--- config.mk ---
export PLATFORM = sky130hd
export DESIGN_NAME = irq_vector_ctrl
export DESIGN_NICKNAME = d
export VERILOG_FILES = /design/src/rtl/irq_pkg.sv /design/src/rtl/irq_cfg_regs.sv /design/src/rtl/irq_src_map.sv /design/src/rtl/irq_priority.sv /design/src/rtl/irq_vector_ctrl.sv
export SDC_FILE = /design/constraint.sdc
export NUM_CORES = 1
export LEC_CHECK = 0
export BUFFER_PORTS_ARGS = -buffer_cell sky130_fd_sc_hd__buf_4
export CORE_MARGIN = 4
export CORE_UTILIZATION = 50
export CTS_BUF_LIST = sky130_fd_sc_hd__clkbuf_2
export DETAILED_ROUTE_END_ITERATION = 10
export PLACE_DENSITY_LB_ADDON = 0.12
export SLEW_MARGIN = 20
export SYNTH_ARGS = -nofsm -noshare
export SYNTH_HDL_FRONTEND = slang
export SYNTH_SLANG_ARGS = --single-unit
--- constraint.sdc ---
create_clock -name clk -period 2.9 [get_ports clk]
set_input_delay 0 -clock clk [delete_from_list [all_inputs] [get_ports clk]]
set_output_delay 0 -clock clk [all_outputs]
set_load 0.005 [all_outputs]
--- src/rtl/irq_pkg.sv ---
package irq_pkg;
   // register select codes on the CPU register bus
   typedef enum logic [1:0] {
      SEL_BASE = 2'd0,
      SEL_MASK = 2'd1,
      SEL_CTRL = 2'd2,
      SEL_NONE = 2'd3
   } irq_sel_e;

   // bit positions inside the control register
   localparam int CTRL_GIE_BIT = 0;
   localparam int CTRL_DIR_BIT = 1;

   typedef struct packed {
      logic dir_out;   // 1: request pin is an output
      logic gie;       // global enable of maskable sources
   } irq_ctrl_t;
endpackage

--- src/rtl/irq_cfg_regs.sv ---
module irq_cfg_regs
   import irq_pkg::*;
#(
   parameter int DATA_W  = 8,
   parameter int NUM_SRC = 5
) (
   input  logic               clk,
   input  logic               rst_n,
   input  logic               wr_en,
   input  logic [1:0]         sel,
   input  logic [DATA_W-1:0]  wr_data,
   input  logic               take_maskable,
   output logic [DATA_W-1:0]  rd_data,
   output logic [DATA_W-1:0]  base_q,
   output logic [NUM_SRC-1:0] mask_q,
   output logic               gie_q,
   output logic               dir_q
);
   irq_sel_e  sel_e;
   irq_ctrl_t ctrl_q;

   assign sel_e = irq_sel_e'(sel);

   always_ff @(posedge clk or negedge rst_n) begin
      if (!rst_n) begin
         base_q <= '0;
         mask_q <= '0;
         ctrl_q <= '0;
      end else begin
         if (wr_en && sel_e == SEL_BASE) base_q <= wr_data;
         if (wr_en && sel_e == SEL_MASK) mask_q <= wr_data[NUM_SRC-1:0];
         if (wr_en && sel_e == SEL_CTRL) begin
            ctrl_q.dir_out <= wr_data[CTRL_DIR_BIT];
            ctrl_q.gie     <= wr_data[CTRL_GIE_BIT];
         end
         // automatic clear wins over a simultaneous software write
         if (take_maskable) ctrl_q.gie <= 1'b0;
      end
   end

   always_comb begin
      rd_data = '0;
      case (sel_e)
         SEL_BASE: rd_data = base_q;
         SEL_MASK: rd_data[NUM_SRC-1:0] = mask_q;
         SEL_CTRL: begin
            rd_data[CTRL_GIE_BIT] = ctrl_q.gie;
            rd_data[CTRL_DIR_BIT] = ctrl_q.dir_out;
         end
         default:  rd_data = '0;
      endcase
   end

   assign gie_q = ctrl_q.gie;
   assign dir_q = ctrl_q.dir_out;
endmodule

--- src/rtl/irq_src_map.sv ---
module irq_src_map #(
   parameter int NUM_SRC = 5,
   parameter int PIN_IDX = 3
) (
   input  logic [NUM_SRC-2:0] ext_req,
   input  logic               pin_in,
   input  logic               dir_out,
   input  logic [NUM_SRC-1:0] mask_q,
   input  logic               gie,
   output logic [NUM_SRC-1:0] eligible,
   output logic               pin_out,
   output logic               pin_oe
);
   logic [NUM_SRC-1:0] raw;

   for (genvar i = 0; i < NUM_SRC; i++) begin : g_map
      if (i < PIN_IDX) begin : g_lo
         assign raw[i] = ext_req[i];
      end else if (i == PIN_IDX) begin : g_pin
         // the pin only requests while it is an input
         assign raw[i] = pin_in & ~dir_out;
      end else begin : g_hi
         assign raw[i] = ext_req[i-1];
      end
   end

   assign eligible = raw & mask_q & {NUM_SRC{gie}};
   assign pin_oe   = dir_out;
   assign pin_out  = dir_out & mask_q[PIN_IDX];
endmodule

--- src/rtl/irq_priority.sv ---
module irq_priority #(
   parameter int                NUM_SRC    = 5,
   parameter int                DATA_W     = 8,
   parameter logic [DATA_W-1:0] NMI_OFS    = 8'h1C,
   parameter int                VEC_STRIDE = 4
) (
   input  logic               nmi_pend,
   input  logic [NUM_SRC-1:0] eligible,
   output logic               any_req,
   output logic [NUM_SRC-1:0] grant,
   output logic [DATA_W-1:0]  vec_lo
);
   logic [NUM_SRC:0] blocked;

   assign blocked[0] = nmi_pend;

   for (genvar i = 0; i < NUM_SRC; i++) begin : g_chain
      assign grant[i]     = eligible[i] & ~blocked[i];
      assign blocked[i+1] = blocked[i] | eligible[i];
   end

   assign any_req = blocked[NUM_SRC];

   always_comb begin
      vec_lo = NMI_OFS;
      if (!nmi_pend) begin
         for (int k = 0; k < NUM_SRC; k++) begin
            if (grant[k]) vec_lo = NMI_OFS - DATA_W'(VEC_STRIDE * (k + 1));
         end
      end
   end
endmodule

--- src/rtl/irq_vector_ctrl.sv ---
module irq_vector_ctrl #(
   parameter int          DATA_W     = 8,
   parameter int          NUM_SRC    = 5,
   parameter int          PIN_IDX    = 3,
   parameter logic [7:0]  NMI_OFS    = 8'h1C,
   parameter int          VEC_STRIDE = 4
) (
   input  logic                clk,
   input  logic                rst_n,
   input  logic                reg_wr,
   input  logic [1:0]          reg_sel,
   input  logic [DATA_W-1:0]   reg_wdata,
   output logic [DATA_W-1:0]   reg_rdata,
   input  logic [NUM_SRC-2:0]  ext_req,
   input  logic                nmi_in,
   input  logic                pin_in,
   output logic                pin_out,
   output logic                pin_oe,
   output logic                cpu_irq,
   input  logic                irq_ack,
   output logic [2*DATA_W-1:0] vec_addr
);
   localparam int ADDR_W = 2 * DATA_W;
   localparam logic [DATA_W-1:0] NMI_LO = DATA_W'(NMI_OFS);

   initial begin
      pin_idx_range_chk: assert (PIN_IDX >= 0 && PIN_IDX < NUM_SRC)
         else $error("PIN_IDX outside the source range");
      src_count_chk: assert (NUM_SRC >= 2 && NUM_SRC <= DATA_W)
         else $error("NUM_SRC must lie between 2 and DATA_W");
      offset_fit_chk: assert (int'(NMI_OFS) >= VEC_STRIDE * NUM_SRC)
         else $error("vector offsets do not fit below the NMI offset");
      stride_chk: assert (VEC_STRIDE > 0)
         else $error("VEC_STRIDE must be positive");
   end

   logic [DATA_W-1:0]  base_q;
   logic [NUM_SRC-1:0] mask_q;
   logic               gie_q;
   logic               dir_q;
   logic [NUM_SRC-1:0] eligible;
   logic [NUM_SRC-1:0] grant;
   logic               any_req;
   logic [DATA_W-1:0]  vec_lo;
   logic               nmi_prev;
   logic               nmi_pend;
   logic               busy_q;
   logic [ADDR_W-1:0]  vec_q;
   logic               take;
   logic               take_maskable;

   assign take          = ~busy_q & any_req;
   assign take_maskable = take & ~nmi_pend;

   irq_cfg_regs #(
      .DATA_W  (DATA_W),
      .NUM_SRC (NUM_SRC)
   ) u_regs (
      .clk           (clk),
      .rst_n         (rst_n),
      .wr_en         (reg_wr),
      .sel           (reg_sel),
      .wr_data       (reg_wdata),
      .take_maskable (take_maskable),
      .rd_data       (reg_rdata),
      .base_q        (base_q),
      .mask_q        (mask_q),
      .gie_q         (gie_q),
      .dir_q         (dir_q)
   );

   irq_src_map #(
      .NUM_SRC (NUM_SRC),
      .PIN_IDX (PIN_IDX)
   ) u_map (
      .ext_req  (ext_req),
      .pin_in   (pin_in),
      .dir_out  (dir_q),
      .mask_q   (mask_q),
      .gie      (gie_q),
      .eligible (eligible),
      .pin_out  (pin_out),
      .pin_oe   (pin_oe)
   );

   irq_priority #(
      .NUM_SRC    (NUM_SRC),
      .DATA_W     (DATA_W),
      .NMI_OFS    (NMI_LO),
      .VEC_STRIDE (VEC_STRIDE)
   ) u_prio (
      .nmi_pend (nmi_pend),
      .eligible (eligible),
      .any_req  (any_req),
      .grant    (grant),
      .vec_lo   (vec_lo)
   );

   always_ff @(posedge clk or negedge rst_n) begin
      if (!rst_n) begin
         nmi_prev <= 1'b0;
         nmi_pend <= 1'b0;
         busy_q   <= 1'b0;
         vec_q    <= '0;
      end else begin
         nmi_prev <= nmi_in;
         if (take && nmi_pend) nmi_pend <= 1'b0;
         // a fresh edge in the same cycle is kept
         if (nmi_in && !nmi_prev) nmi_pend <= 1'b1;
         if (take) begin
            busy_q <= 1'b1;
            vec_q  <= {base_q, vec_lo};
         end else if (busy_q && irq_ack) begin
            busy_q <= 1'b0;
         end
      end
   end

   assign cpu_irq  = busy_q;
   assign vec_addr = vec_q;
endmodule


======== Word level (Yosys, flattened, before mapping) ========
Index checks and enable logic that the tools add are counted.
storage, ports and cells
  input bits .............................. 20
  output and inout bits ................... 27
  word-level logic and storage cells ...... 59
  register bits ........................... 34
cells by class
  reductions and logical operators ........ 11
  mux-type cells .......................... 15
  equal/unequal tests ..................... 2
  bitwise logic cells ..................... 23
operators by type and width
  operator                                                         count
  5-bit AND                                                        2
  5-bit 2-to-1 mux                                                 2
  1-bit AND                                                        9
  4-bit 2-to-1 mux                                                 2
  8-bit 2-to-1 mux                                                 1
  1-bit NOT                                                        7
  1-bit logical AND                                                6
  1-bit 2-to-1 mux                                                 6
  3-bit 2-to-1 mux                                                 2
  2-bit one-hot mux with 3 select lines                            1
  3-bit one-hot mux with 2 select lines                            1
  2-bit nonzero test                                               3
  1-bit bitwise OR                                                 5
  2-bit by 1-bit == test with 1-bit output, second input constant  1
  2-bit == test, second input constant                             1
  2-bit zero test                                                  1
  1-bit zero test                                                  1

======== Logic depth before layout (Yosys ltp) ========
  depth after elaboration ................. 13
  mapped depth ............................ 5

======== By module ========
From an unflattened synthesis, not the netlist that was laid out.
second synthesis, totals
  cells, all modules ...................... 124
  area, all modules ....................... 1665.3 sq um
modules (own cells, without submodules)
  module           times used  area an instance (sq um)  sequential area each (sq um)  cells each
  irq_vector_ctrl  1           755.7                     475.5                         44
  irq_cfg_regs     1           719.4                     375.4                         52
  irq_priority     1           136.4                     0.0                           21
  irq_src_map      1           53.8                      0.0                           7

======== Worst setup path after synthesis ========
Ideal clock, no wire load.
  path type ............................... register to register
  start ................................... register u_regs.mask_q[2]
  end ..................................... register vec_q[11], in the netlist vec_addr[11]
  clock period less this slack ............ 1.661 ns
  buffers on the path ..................... 1
  cell stages (with the launch flop) ...... 5
  slack ................................... 1.239 ns
  arrival time ............................ 1.535 ns
  cell sequence ........................... dfrtp_1 -> a222oi_1 -> a311oi_2 -> buf_6 -> mux2_4
between the ends
  longest elaborated chain between the ends .. 6
RTL lines
  what                           RTL line                source
  start, declared                irq_cfg_regs.sv:15      output logic [NUM_SRC-1:0] mask_q,
  start signal, assigned         irq_cfg_regs.sv:31      if (wr_en && sel_e == SEL_MASK) mask_q <= wr_data[NUM_SRC-1:0];
  5-bit AND (2 in a row)         irq_src_map.sv:27       assign eligible = raw & mask_q & {NUM_SRC{gie}};
  1-bit bitwise OR (3 in a row)  irq_priority.sv:19      assign blocked[i+1] = blocked[i] | eligible[i];
  1-bit AND                      irq_vector_ctrl.sv:52   assign take = ~busy_q & any_req;
  end signal, assigned           irq_vector_ctrl.sv:112  vec_q <= {base_q, vec_lo};
  end, declared                  irq_vector_ctrl.sv:48   logic [ADDR_W-1:0] vec_q;
Every way passes these cells.
A chain may end at the register's enable or synchronous reset.

======== Final worst setup path ========
  start ................................... register, netlist name u_regs.dir_q
  end ..................................... register vec_q[10], in the netlist vec_addr[10]
between the ends
  longest elaborated chain between the ends .. 7
RTL lines
  what                           RTL line               source
  1-bit NOT                      irq_src_map.sv:21      assign raw[i] = pin_in & ~dir_out;
  1-bit AND                      irq_src_map.sv:21
  5-bit AND (2 in a row)         irq_src_map.sv:27
  1-bit bitwise OR (2 in a row)  irq_priority.sv:19
  1-bit AND                      irq_vector_ctrl.sv:52
Every way passes these cells.

==> impl_metrics.json <==
{
  "hold_path.class": "in -> reg",
  "synth_cell_types": 27,
  "cts_root_buffer": "clkbuf_2",
  "worstRegToRegCells": 3,
  "start_util": 0.540,
  "p_leak_nw": 0.881,
  "yosysMostFrequentCell": "dfrtp_1",
  "cp.depth": 3,
  "path_buf_inv": 0,
  "io_buffers": 41,
  "die_h_um": 60.4,
  "clock_skew_ns": 0.0101,
  "ys_top_cells_by_count": "dfrtp_1, mux2_2, nand2_1, nor2_1",
  "maxCapViolCount": 0,
  "ys_seq_area_frac": 0.528,
  "setup_viol": 0,
  "min_period_ns": 2.04,
  "nets": 190,
  "fmax_mhz": 490,
  "ctsLongestPathBuffers": 2,
  "synth.largest_area_cell": "dfrtp_1",
  "rsz0062_at_grt": "false",
  "drc": 0,
  "nFillCells": 184,
  "synth_ff_type": "dfrtp_1",
  "vias": 1066,
  "synthArstFlopShare": 1.00,
  "totalPowerFinal_mw": 1.38,
  "gp_congestion": 0.873,
  "syn_avg_cell_area_um2": 12.2,
  "fin_crit_sh": 0.703,
  "post-dp-hpwl_um": 2230,
  "maxSlewHeadroom": 0.414,
  "hold-path-cell-count": 4,
  "slowest_delay_ns": 0.82,
  "path_max_fanout": 12,
  "startpoint": "u_regs.dir_q",
  "outcome": "completed",
  "hold_violations": 0,
  "first_pass_iters": 4,
  "worst_slew_pin_slew_ns": 0.879,
  "cts.sinks": 29,
  "antenna_cells": 0,
  "via_per_inst": 5.33,
  "synth_edf_count": 0,
  "fp.dieArea_mm2": 0.00365,
  "clkLatencyLatePin_ns": 0.35,
  "critPathCaptureType": "register",
  "ios": 47,
  "clkTransAtPathRegs_ns": 0.14,
  "antenna_found_initial": 0,
  "drive_gt1_frac": 0.412,
  "die_x_um": 60.4,
  "h-tree-depth": 2,
  "grt_pass1_wl_um": 5060,
  "cp_top_family": "compound AO/OA/AOI/OAI gates",
  "tritoncts": "yes",
  "syn2layout_area_growth_pct": 35.2,
  "r2r-start": "u_regs.dir_q",
  "min-delay-start": "ext_req[2]",
  "groute.usage.overall": 0.193,
  "p_per_area_mw_per_mm2": 742,
  "cp_data_arrival_time_ns": 2.29,
  "first_global_vias": 1118,
  "start_kind": "register",
  "core_area_mm2": 0.00254,
  "cp.required_ns": 3.15,
  "syn_area_mm2": 0.00137,
  "synthCells": 113,
  "overflow": 0,
  "fin_setup_tns_ns": 0,
  "cts_buffers": 5,
  "synth_top_area_frac": 0.528,
  "yosys_register_bits": 29,
  "wl_um": 3170,
  "grt_max_degree": 30,
  "drt_iter0_markers": 33,
  "postCtsSetupRepairBufs": 0,
  "finalMaxSlewViolations": 0,
  "crit_slowest_cell": "a311oi_4",
  "num_rows": 18,
  "yosysWarnings": 0,
  "vdd_drop_max_uv": 515,
  "yosys-top-cells-area": "dfrtp_1, mux2_2, mux2_4, mux2i_1, buf_4",
  "critical_path.cell_chain": "nand3b_1 > a311oi_4 > mux2_2",
  "ant_nets": 0,
  "drt-wirelength-per-cell_um": 15.8,
  "critPathKind": "reg -> reg"
}
metrics by stage:
step | area (µm²) | instances | hold slack, ns | utilization | setup WS, ns
after floorplan | 1390 | 117 | -0.296 | - | 1.24
after global placement | 1670 | 179 | -0.0602 | 0.657 | 0.656
after detailed placement | 1680 | 179 | -0.0545 | 0.662 | 0.860
after CTS | 1860 | 200 | 0.0459 | 0.730 | 0.854
after global routing | 1860 | 200 | 0.0348 | 0.730 | 0.775
final | 1860 | 200 | 0.0588 | 0.730 | 0.861
worst register-to-register path, delay by kind of cell (launching register included):
| kind | cells | cell delay, ns |
|---|---|---|
| AO/OA/AOI/OAI | 1 | 0.82 |
| multiplexers | 1 | 0.42 |
| AND/OR/NAND/NOR | 1 | 0.27 |
| flip-flops | 1 | 0.43 |
cells by family (layout without fill, tap and decap cells):
kind of cell | after synthesis | count (layout) | share of synthesized area
other | 1 | 5 | 0.00273
and+or+nand+nor | 29 | 29 | 0.100
muxes | 28 | 28 | 0.240
AOI/OAI and AO/OA | 14 | 14 | 0.0756
buffers and inverters | 12 | 65 | 0.0528
DFF | 29 | 29 | 0.528
repair_timing:
action | CTS | global route
gates resized for setup | 0 | 0
endpoints found under the hold margin | 49 | 0
hold buffers | 14 | 0
power by group:
group          switching, mW  internal (mW)  total [mW]
logic                  0.205          0.345       0.551
registers              0.108          0.532       0.641
clock network          0.130         0.0562       0.187
total                  0.444          0.934        1.38
path summary, 6_finish.rpt:
kind	end	slack, ns
setup / recovery	vec_addr[10]	0.86
hold / removal	vec_addr[3]	0.06
setup reg to reg	vec_addr[10]	0.86
hold reg to reg	nmi_pend	0.43
max in group asynchronous	nmi_prev	2.54
min in group asynchronous	u_regs.base_q[0]	0.08
state kept, by name (all words and copies together) (netlist names):
| signal | flops |
|---|---|
| u_regs.gie_q | 1 |
| vec_addr | 11 |
| u_regs.base_q | 8 |
| cpu_irq | 1 |
| u_regs.dir_q | 1 |
| u_regs.mask_q | 5 |
| nmi_prev | 1 |
| nmi_pend | 1 |
layer usage:
| metal | routed length, µm | global-route usage |
|---|---|---|
| met1 | 1280 | 0.224 |
| met2 | 1560 | 0.321 |
| met3 | 262 | 0.0766 |
| met4 | 66 | 0.0805 |
| met5 | 0 | 0 |
final cells by class:
cell class	count	area (µm²)	area share
Clock buffer	6	30.0	0.0162
Tap cell	30	37.5	0.0202
Sequential cell	29	726	0.391
Multi-Input combinational cell	76	602	0.324
Inverter	3	11.3	0.00606
Clock inverter	1	3.75	0.00202
Timing Repair Buffer	55	448	0.241
cell usage in the layout, fill, tap and decap left out, types with 5 or more instances in the layout:
| master | n |
|---|---|
| mux2i_1 | 6 |
| dfrtp_1 | 29 |
| and2_1 | 5 |
| nand2_1 | 9 |
| nor2_1 | 9 |
| conb_1 | 5 |
| dlygate4sd3_1 | 14 |
| buf_4 | 41 |
| mux2_4 | 6 |
| mux2_2 | 16 |
| clkbuf_2 | 6 |
(Power assumes the default switching activity.)
